File: config.mk
export PLATFORM = sky130hd
export DESIGN_NAME = vid_slave_window
export DESIGN_NICKNAME = d
export VERILOG_FILES = /design/src/rtl/vts_pkg.sv /design/src/rtl/pol_sample.sv /design/src/rtl/edge_pick.sv /design/src/rtl/line_window.sv /design/src/rtl/field_track.sv /design/src/rtl/vid_slave_window.sv
export SDC_FILE = /design/constraint.sdc
export NUM_CORES = 1
export LEC_CHECK = 0
export BUFFER_PORTS_ARGS = -buffer_cell sky130_fd_sc_hd__buf_2
export CAP_MARGIN = 5
export CORE_AREA = 2 2 70 72
export CTS_CLUSTER_SIZE = 14
export DETAILED_ROUTE_END_ITERATION = 10
export DIE_AREA = 0 0 72 74
export PLACE_DENSITY = 0.89
export SLEW_MARGIN = 20
export SYNTH_ARGS = -nofsm -noshare
export SYNTH_HDL_FRONTEND = slang
export SYNTH_SLANG_ARGS = --single-unit
File: constraint.sdc
create_clock -name clk -period 11.55 [get_ports clk]
set_input_delay 2.31 -clock clk [delete_from_list [all_inputs] [get_ports clk]]
set_output_delay 2.31 -clock clk [all_outputs]
set_load 0.01 [all_outputs]
File: src/rtl/vts_pkg.sv
// Package: shared constants and types for the slave timing window.
// Assumes the strobe channel order below is used by every sub-block.
package vts_pkg;
    localparam int NUM_CH = 4;   // number of incoming strobes
    localparam int CH_HS  = 0;   // horizontal sync channel
    localparam int CH_VS  = 1;   // vertical sync channel
    localparam int CH_FLD = 2;   // field strobe channel
    localparam int CH_BLK = 3;   // blanking strobe channel

    // Which transition of a normalised strobe counts as its event.
    typedef enum logic {
        EDGE_LEAD  = 1'b0,
        EDGE_TRAIL = 1'b1
    } edge_kind_e;
endpackage

File: src/rtl/pol_sample.sv
// Module: pol_sample
// Registers N raw strobes and flips each to active-high using its polarity
// bit (1 = active-low pin). Assumes the strobes are already synchronous to clk.
module pol_sample #(
    parameter int N = 4
) (
    input  logic         clk,
    input  logic         rst_n,
    input  logic [N-1:0] raw_i,
    input  logic [N-1:0] pol_i,
    output logic [N-1:0] lvl_o
);
    genvar g;
    generate
        for (g = 0; g < N; g++) begin : g_ch
            logic lvl_q;
            // Sample one strobe and remove its polarity.
            always_ff @(posedge clk) begin
                if (!rst_n) lvl_q <= 1'b0;
                else        lvl_q <= raw_i[g] ^ pol_i[g];
            end
            assign lvl_o[g] = lvl_q;
        end
    endgenerate
endmodule

File: src/rtl/edge_pick.sv
// Module: edge_pick
// Keeps the previous value of each normalised level and reports, per channel,
// the active-going or inactive-going transition chosen by trail_i.
// Assumes lvl_i comes straight from registers.
module edge_pick
    import vts_pkg::*;
#(
    parameter int N = 2
) (
    input  logic         clk,
    input  logic         rst_n,
    input  logic [N-1:0] lvl_i,
    input  edge_kind_e   kind_i [N],
    output logic [N-1:0] edge_o
);
    genvar g;
    generate
        for (g = 0; g < N; g++) begin : g_ch
            logic prev_q;
            // Remember last sampled level for comparison.
            always_ff @(posedge clk) begin
                if (!rst_n) prev_q <= 1'b0;
                else        prev_q <= lvl_i[g];
            end
            // Pick the transition direction requested for this channel.
            always_comb begin
                if (kind_i[g] == EDGE_TRAIL) edge_o[g] = prev_q & ~lvl_i[g];
                else                         edge_o[g] = lvl_i[g] & ~prev_q;
            end
        end
    endgenerate
endmodule

File: src/rtl/line_window.sv
// Module: line_window
// Horizontal pixel counter restarted by the horizontal sync leading edge,
// and the capture enable window derived from it. Assumes HCNT_W >= START_W.
module line_window #(
    parameter int HCNT_W  = 12,
    parameter int START_W = 8,
    parameter int ACT_W   = 11,
    parameter int ACT_DEF = 720
) (
    input  logic               clk,
    input  logic               rst_n,
    input  logic               hs_lead_i,
    input  logic               blank_i,
    input  logic               gate_i,
    input  logic [START_W-1:0] start_i,
    input  logic [ACT_W-1:0]   len_i,
    output logic [HCNT_W-1:0]  hcount_o,
    output logic               run_o,
    output logic               cap_en_o
);
    localparam int SUM_W = ((HCNT_W > ACT_W) ? HCNT_W : ACT_W) + 1;
    localparam logic [HCNT_W-1:0] HMAX = {HCNT_W{1'b1}};
    localparam logic [ACT_W-1:0]  LEN_DEF = ACT_W'(ACT_DEF);

    logic [HCNT_W-1:0] hcnt_q;
    logic              run_q;
    logic [ACT_W-1:0]  len_eff;
    logic [SUM_W-1:0]  win_lo, win_hi, hc_w;

    // Restart on sync, then count up and stick at the top value.
    always_ff @(posedge clk) begin
        if (!rst_n) begin
            hcnt_q <= '0;
            run_q  <= 1'b0;
        end else if (hs_lead_i) begin
            hcnt_q <= '0;
            run_q  <= 1'b1;
        end else if (run_q && hcnt_q != HMAX) begin
            hcnt_q <= hcnt_q + 1'b1;
        end
    end

    // Resolve the window length and its bounds in a widened domain.
    always_comb begin
        len_eff = (len_i == '0) ? LEN_DEF : len_i;
        win_lo  = SUM_W'(start_i);
        win_hi  = win_lo + SUM_W'(len_eff);
        hc_w    = SUM_W'(hcnt_q);
    end

    // Enable when inside the window and not suppressed by blanking.
    always_comb begin
        cap_en_o = run_q && (hc_w >= win_lo) && (hc_w < win_hi)
                   && !(gate_i && blank_i);
    end

    assign hcount_o = hcnt_q;
    assign run_o    = run_q;
endmodule

File: src/rtl/field_track.sv
// Module: field_track
// Half-line counter and field decision. The selected vertical edge clears
// the counter and fixes the field, only while syncs are inputs.
// Assumes half_i is below the horizontal counter's saturation value.
module field_track #(
    parameter int HCNT_W = 12,
    parameter int LCNT_W = 10
) (
    input  logic              clk,
    input  logic              rst_n,
    input  logic              hs_lead_i,
    input  logic              vs_edge_i,
    input  logic              run_i,
    input  logic [HCNT_W-1:0] hcount_i,
    input  logic [HCNT_W-1:0] half_i,
    input  logic              fld_i,
    input  logic              sync_in_i,
    input  logic              field_ext_i,
    output logic [LCNT_W-1:0] halfline_o,
    output logic              field_o
);
    logic [LCNT_W-1:0] half_q;
    logic              field_q;
    logic              take;
    logic              mid_hit;

    // Decode the events that act on this cycle.
    always_comb begin
        take    = vs_edge_i && sync_in_i;
        mid_hit = run_i && (hcount_i == half_i);
    end

    // Count half lines; a field reset takes priority.
    always_ff @(posedge clk) begin
        if (!rst_n)                    half_q <= '0;
        else if (take)                 half_q <= '0;
        else if (hs_lead_i || mid_hit) half_q <= half_q + 1'b1;
    end

    // Decide the field at the selected vertical edge.
    always_ff @(posedge clk) begin
        if (!rst_n)       field_q <= 1'b0;
        else if (take)    field_q <= field_ext_i ? fld_i : (hcount_i >= half_i);
    end

    assign halfline_o = half_q;
    assign field_o    = field_q;
endmodule

File: src/rtl/vid_slave_window.sv
// Module: vid_slave_window (top)
// Slave-mode input timing: polarity-normalised strobes, horizontal count,
// capture window, half-line count and field. Configuration is held static
// by the user; changing a polarity bit can itself create an edge.
module vid_slave_window
    import vts_pkg::*;
#(
    parameter int HCNT_W  = 12,
    parameter int START_W = 8,
    parameter int ACT_W   = 11,
    parameter int ACT_DEF = 720,
    parameter int LCNT_W  = 10
) (
    input  logic                clk,
    input  logic                rst_n,
    input  logic                hsync_i,
    input  logic                vsync_i,
    input  logic                field_i,
    input  logic                blank_i,
    input  logic [NUM_CH-1:0]   cfg_pol_i,
    input  logic                cfg_sync_in_i,
    input  logic                cfg_vs_trail_i,
    input  logic                cfg_field_ext_i,
    input  logic                cfg_blank_gate_i,
    input  logic [START_W-1:0]  cfg_start_i,
    input  logic [ACT_W-1:0]    cfg_len_i,
    input  logic [HCNT_W-1:0]   cfg_half_i,
    output logic                cap_en_o,
    output logic [HCNT_W-1:0]   hcount_o,
    output logic [LCNT_W-1:0]   halfline_o,
    output logic                field_o
);
    logic [NUM_CH-1:0] raw;
    logic [NUM_CH-1:0] lvl;
    logic [1:0]        sync_edge;
    edge_kind_e        kinds [2];
    logic              hs_lead;
    logic              vs_edge;
    logic              run;

    // Gather strobes in channel order and choose edge directions.
    always_comb begin
        raw[CH_HS]  = hsync_i;
        raw[CH_VS]  = vsync_i;
        raw[CH_FLD] = field_i;
        raw[CH_BLK] = blank_i;
        kinds[CH_HS] = EDGE_LEAD;
        kinds[CH_VS] = cfg_vs_trail_i ? EDGE_TRAIL : EDGE_LEAD;
    end

    pol_sample #(.N(NUM_CH)) u_pol (
        .clk   (clk),
        .rst_n (rst_n),
        .raw_i (raw),
        .pol_i (cfg_pol_i),
        .lvl_o (lvl)
    );

    edge_pick #(.N(2)) u_edge (
        .clk    (clk),
        .rst_n  (rst_n),
        .lvl_i  (lvl[CH_VS:CH_HS]),
        .kind_i (kinds),
        .edge_o (sync_edge)
    );

    assign hs_lead = sync_edge[CH_HS];
    assign vs_edge = sync_edge[CH_VS];

    line_window #(
        .HCNT_W  (HCNT_W),
        .START_W (START_W),
        .ACT_W   (ACT_W),
        .ACT_DEF (ACT_DEF)
    ) u_line (
        .clk       (clk),
        .rst_n     (rst_n),
        .hs_lead_i (hs_lead),
        .blank_i   (lvl[CH_BLK]),
        .gate_i    (cfg_blank_gate_i),
        .start_i   (cfg_start_i),
        .len_i     (cfg_len_i),
        .hcount_o  (hcount_o),
        .run_o     (run),
        .cap_en_o  (cap_en_o)
    );

    field_track #(
        .HCNT_W (HCNT_W),
        .LCNT_W (LCNT_W)
    ) u_field (
        .clk         (clk),
        .rst_n       (rst_n),
        .hs_lead_i   (hs_lead),
        .vs_edge_i   (vs_edge),
        .run_i       (run),
        .hcount_i    (hcount_o),
        .half_i      (cfg_half_i),
        .fld_i       (lvl[CH_FLD]),
        .sync_in_i   (cfg_sync_in_i),
        .field_ext_i (cfg_field_ext_i),
        .halfline_o  (halfline_o),
        .field_o     (field_o)
    );
endmodule

Yosys cells after proc, flatten, opt, wreduce, memory -nomap -nowiden
Index checks and enable logic that the tools add are counted.
- memories: 0
- flip-flop bits (word level): 30
- bits in read-only memories: 0
- RAM bits: 0
- output and inout port bits: 24
- input port bits: 45
- bits in latches: 0
- magnitude comparators: 3
- shifts and indexed selects: 0
- equality and inequality tests: 2
- add/sub/neg operators: 3
- $mul: 0
- mux-type cells: 4
- reductions and logical operators: 12
- div/mod/pow operators: 0
- bitwise operators: 11
- operators by type and width (cell ; number):
    < comparator 12 x 13 -> 1 bit ; 1
    adder 12 x 1 -> 12 bit, second input constant ; 1
    adder 8 x 11 -> 12 bit ; 1
    equality test 12 bit ; 1
    greater-or-equal comparator 12 bit ; 1
    greater-or-equal comparator 12 x 8 -> 1 bit ; 1
    != test 12 bit, second input constant ; 1
    zero test 11 bit ; 1
    2-to-1 mux 11 bit ; 1
    adder 10 x 1 -> 10 bit, second input constant ; 1
    logical AND 1 bit ; 7
    NOT 1 bit ; 4
    OR reduction 2 bit ; 2
    XOR 1 bit ; 4
    AND 1 bit ; 3
    2-to-1 mux 1 bit ; 3
    zero test 1 bit ; 1
    logical OR 1 bit ; 1

Depth between registers and ports, before layout
- depth after elaboration: 6
- mapped depth: 14
- mapped depth without buffers: 14

By module
Synthesis repeated with hierarchy kept, for this count alone.
- cell total of the unflattened synthesis: 314
- area, all modules: 2623.8 um^2
- by module, submodules not included (module ; instances ; area an instance (um^2) ; cells each):
    line_window ; 1 ; 1500.2 ; 184
    field_track ; 1 ; 852.1 ; 103
    pol_sample ; 1 ; 170.2 ; 16
    edge_pick ; 1 ; 97.6 ; 10
    vid_slave_window ; 1 ; 3.8 ; 1

Worst setup path after synthesis
No wires, ideal clock.
- kind: input to output
- start: in cfg_len_i[2]
- end: out cap_en_o
- required time: 9.240 ns
- data arrival time: 4.901 ns
- cell stages on the path: 14
- path slack: 4.339 ns
- cell sequence: nor4_1 > nand3_1 > nand2b_1 > ha_1 > a21oi_1 > o211ai_1 > and3_1 > o21ai_1 > mux2_2 > ha_1 > nand3_1 > nor3_1 > o211ai_1 > and4_1
- longest elaborated chain between the ends: 6
- RTL lines (what ; line ; text):
    start, declared ; vid_slave_window.sv:26 ; input logic [ACT_W-1:0] cfg_len_i,
    zero test 11 bit ; line_window.sv:45 ; len_eff = (len_i == '0) ? LEN_DEF : len_i;
    2-to-1 mux 11 bit (*) ; line_window.sv:45 ;
    adder 8 x 11 -> 12 bit (*) ; line_window.sv:47 ; win_hi = win_lo + SUM_W'(len_eff);
    < comparator 12 x 13 -> 1 bit (*) ; line_window.sv:53 ; cap_en_o = run_q && (hc_w >= win_lo) && (hc_w < win_hi)
    logical AND 1 bit (*) ; line_window.sv:53 ;
    logical AND 1 bit (*) ; line_window.sv:54 ; && !(gate_i && blank_i);
    end, declared ; vid_slave_window.sv:28 ; output logic cap_en_o,
Every way passes the cells marked *; elsewhere a longest branch is shown, timed or not.

Worst setup path after layout
- start: in cfg_len_i[1]
- end: out cap_en_o
Same word-level chain as after synthesis.

==> impl_metrics.csv <==
group,metric,value,unit
status,status,"finished clean",
synthesis,synth_area_leaders,"dfxtp_1 24%, ha_1 21%, xor2_1 6.9%",
synthesis,synth_top_family_by_area,"simple AND/OR/NAND/NOR gates",
pwr,p_leak,1.530,nW
route,wire_per_inst,13.86,um
setup_path,critPathLaunchType,"primary input",
clocking,cts_hold_buf,0,
synthesis,syn_area,2524,um2
route,via_count,2371,
synthesis,synthSimpleGateAreaFrac,0.2315,
final_layout,multi_input_area,1794,um2
synthesis,synth_compound_area_frac,0.1497,
final_layout,fillers,381,
floorplan,rows,25,
timing,final.setup.tns,0,ps
timing,hold_ws,451.3,ps
synthesis,synth-seq-cells,30,
clocking,post_cts_buffers,0,
final_layout,drive_gt1_frac,0.2210,
timing,rsz0062_at_grt,"false",
timing,period_minus_slack,7781,ps
timing,post-route-period-util,0.6737,
placed_design,port_buffers,68,
setup_path,crit_type,"in2out",
setup_path,crit_buf_inv,2,
global_route,grt_overflow,0,
placed_design,place_ws,3805,ps
synthesis,yosysUniqueCellTypes,45,
route,ant_nets,0,
synthesis,synth_fp_nets,384,
synthesis,synth_adder_area_share,0.2162,
setup_path,cp.arrival,5470,ps
clocking,h-tree-depth,2,
route,viasPerCell,5.700,
final_layout,seq_area,600.6,um2
final_layout,fin_nets,450,
flow_run,max_cap_viol_count,0,
min_path,hold_path.class,"reg2reg",
floorplan,die-area,5328,um2
setup_path,crit_path_max_incr_delay,400,ps
timing,drv_slew,0,
synthesis,synthCells,296,
global_route,grt_pass1_wl,9.515,mm
pwr,ir_drop,0.07746,mV
synthesis,synth_mux_area_frac,0.01636,
placed_design,place.gp.congestion,0.9515,
clocking,clk_pin_slew_worst_paths,50,ps
route,drt_wl_total,5.766,mm
timing,hold_viol,0,
floorplan,chipWidth,72,um
timing,slew_headroom,0.7003,
synthesis,synth_seq_area_share,0.2380,
route,drc,0,
floorplan,io_pins,69,
floorplan,initial_core_util,0.5488,
clocking,root_buffer,"clkbuf_8",
pwr,powerDensity,82.66,nW/um2
final_layout,diodes,0,
setup_path,crit_path_max_fanout,4,
global_route,grt_max_degree,13,
clocking,cts_sinks,30,
timing,clock_skew,10.24,ps
synthesis,synth_xor_area_frac,0.09717,
clocking,numCtsBuffers,5,
setup_path,critical_path_required,9240,ps
timing,setup_viol,0,
clocking,clk_latency,290,ps
global_route,grt_pass1_vias,2186,
global_route,antenna_found_initial,0,
setup_path,slowest_stage,"nor4_1",
timing,setup_slack,3769,ps
setup_path,worstSetupEndpointType,"output port",
route,first_iter_violations,69,
global_route,groute.usage.overall,0.2260,
final_layout,syn_to_final_growth,17.60,%
synthesis,syn_avg_cell_area,8.526,um2
synthesis,synth_top_area_frac,0.2380,
route,dr.pass1.iters,4,
synthesis,synth_top_area_cell,"dfxtp_1",
placed_design,hpwl,4.660,mm
timing,fmax,128.5,MHz
floorplan,core_area,4598,um2
clocking,ctsResizeCount,0,
setup_path,crit_family,"simple AND/OR/NAND/NOR gates",
clocking,clockBufferDepth,2,
setup_path,crit_chain,"buf_2 -> nor4_1 -> nand3_1 -> nand2b_1 -> ha_1 -> a21oi_1 -> o211ai_1 -> and3_1 -> o21ai_1 -> mux2_2 -> ha_1 -> nand3_1 -> nor3_1 -> o211ai_1 -> and4_1 -> buf_2",
clocking,cts_tree,"built",
timing,tightest_slew,449.6,ps
synthesis,yosysWarnings,0,
floorplan,fp.dieH,74,um
-- kinds of logic after synthesis --
logic type                 Yosys count
AOI/OAI and AO/OA                   54
xor gates and xnor gates            28
adders and majority gates           43
buffers and inverters               32
DFF                                 30
muxes                                4
and+or+nand+nor                    105
-- sequential cells by signal, summed over array words and instances, names as in the netlist --
register,count
u_field.field_o,1
u_line.hcount_o,12
u_field.halfline_o,10
u_edge.g_ch.prev_q,2
u_pol.g_ch.lvl_q,4
u_line.run_o,1
-- area by class of cell --
cell class | instances | share of cell area
multi-input cells | 234 | 0.6046
flip-flops and latches | 30 | 0.2024
clock inverters | 2 | 0.003373
well taps | 54 | 0.02277
repair buffers | 68 | 0.1147
inverters | 23 | 0.02909
clock buffers | 5 | 0.02319
-- stage by stage --
stage                       util  cells  power [mW]  instance area [um2]
after floorplan                -    296      0.1504                 2524
after global placement    0.6283    409      0.1662                 2889
after detailed placement  0.6283    409      0.1684                 2889
after CTS                 0.6454    416      0.2464                 2968
after global routing      0.6454    416      0.2588                 2968
final                     0.6454    416      0.2453                 2968
-- layout by cell type (no fill, tap or decap), types with 5 or more instances in the layout --
master / instances
a21oi_1: 12
and2_1: 8
and3_1: 7
and4_1: 7
buf_2: 68
clkbuf_8: 5
dfxtp_1: 30
ha_1: 42
inv_1: 23
nand2_1: 14
nand2b_1: 9
nand3_1: 13
nand4_1: 6
nor2_1: 24
nor3_1: 7
o21a_1: 5
o21ai_0: 10
xnor2_1: 8
xor2_1: 20
-- synth_stat cells, drive strengths merged --
cell	number
or3	1
a2111oi	2
and2	8
xnor2	8
nand2b	10
nor4b	1
and3	7
nor2b	2
o2111ai	1
inv	23
a21o	4
nand2	14
ha	42
buf	2
a21oi	12
xor2	20
o211ai	4
a21boi	1
o31ai	1
a22oi	1
a221oi	1
dfxtp	30
o21bai	2
nand4	6
mux2	1
clkbuf	7
nor3b	2
a41oi	1
fa	1
o21ai	12
nor2	24
o21a	5
nand3	13
mux2i	3
nor4	2
a41o	1
a211oi	3
and3b	1
nor3	7
a31oi	3
and4	7
-- final timing paths --
| check | from | endpoint | slack [ps] | cells past startpoint |
|---|---|---|---|---|
| setup reg to reg | u_line.hcount_o[0] | u_field.field_o | 9490 | 7 |
| hold / removal | u_pol.g_ch[0].lvl_q | u_edge.g_ch[0].prev_q | 450 | 1 |
| hold reg to reg | u_pol.g_ch[0].lvl_q | u_edge.g_ch[0].prev_q | 450 | 1 |
| setup / recovery | cfg_len_i[1] | cap_en_o | 3770 | 16 |
-- worst reg2reg max path, delay by kind of cell, from the launching register on --
kind | cells | cell delay [ps]
flops | 1 | 380
simple gates | 1 | 150
fa+ha+maj | 1 | 300
buf+inv | 1 | 120
compound gates | 4 | 990
-- power breakdown --
group	total, mW	internal (mW)	switching [mW]
Combinational	0.0579	0.0280	0.0299
Sequential	0.109	0.106	0.00241
Clock	0.0787	0.0403	0.0384
Total	0.245	0.175	0.0708
-- routing by layer --
layer,GRT usage,share of wire
met5,0,0
met4,0.08386,0.014
met3,0.03794,0.068
met2,0.3920,0.48
met1,0.2839,0.44
Note: power is estimated with default switching activity, not from simulation.
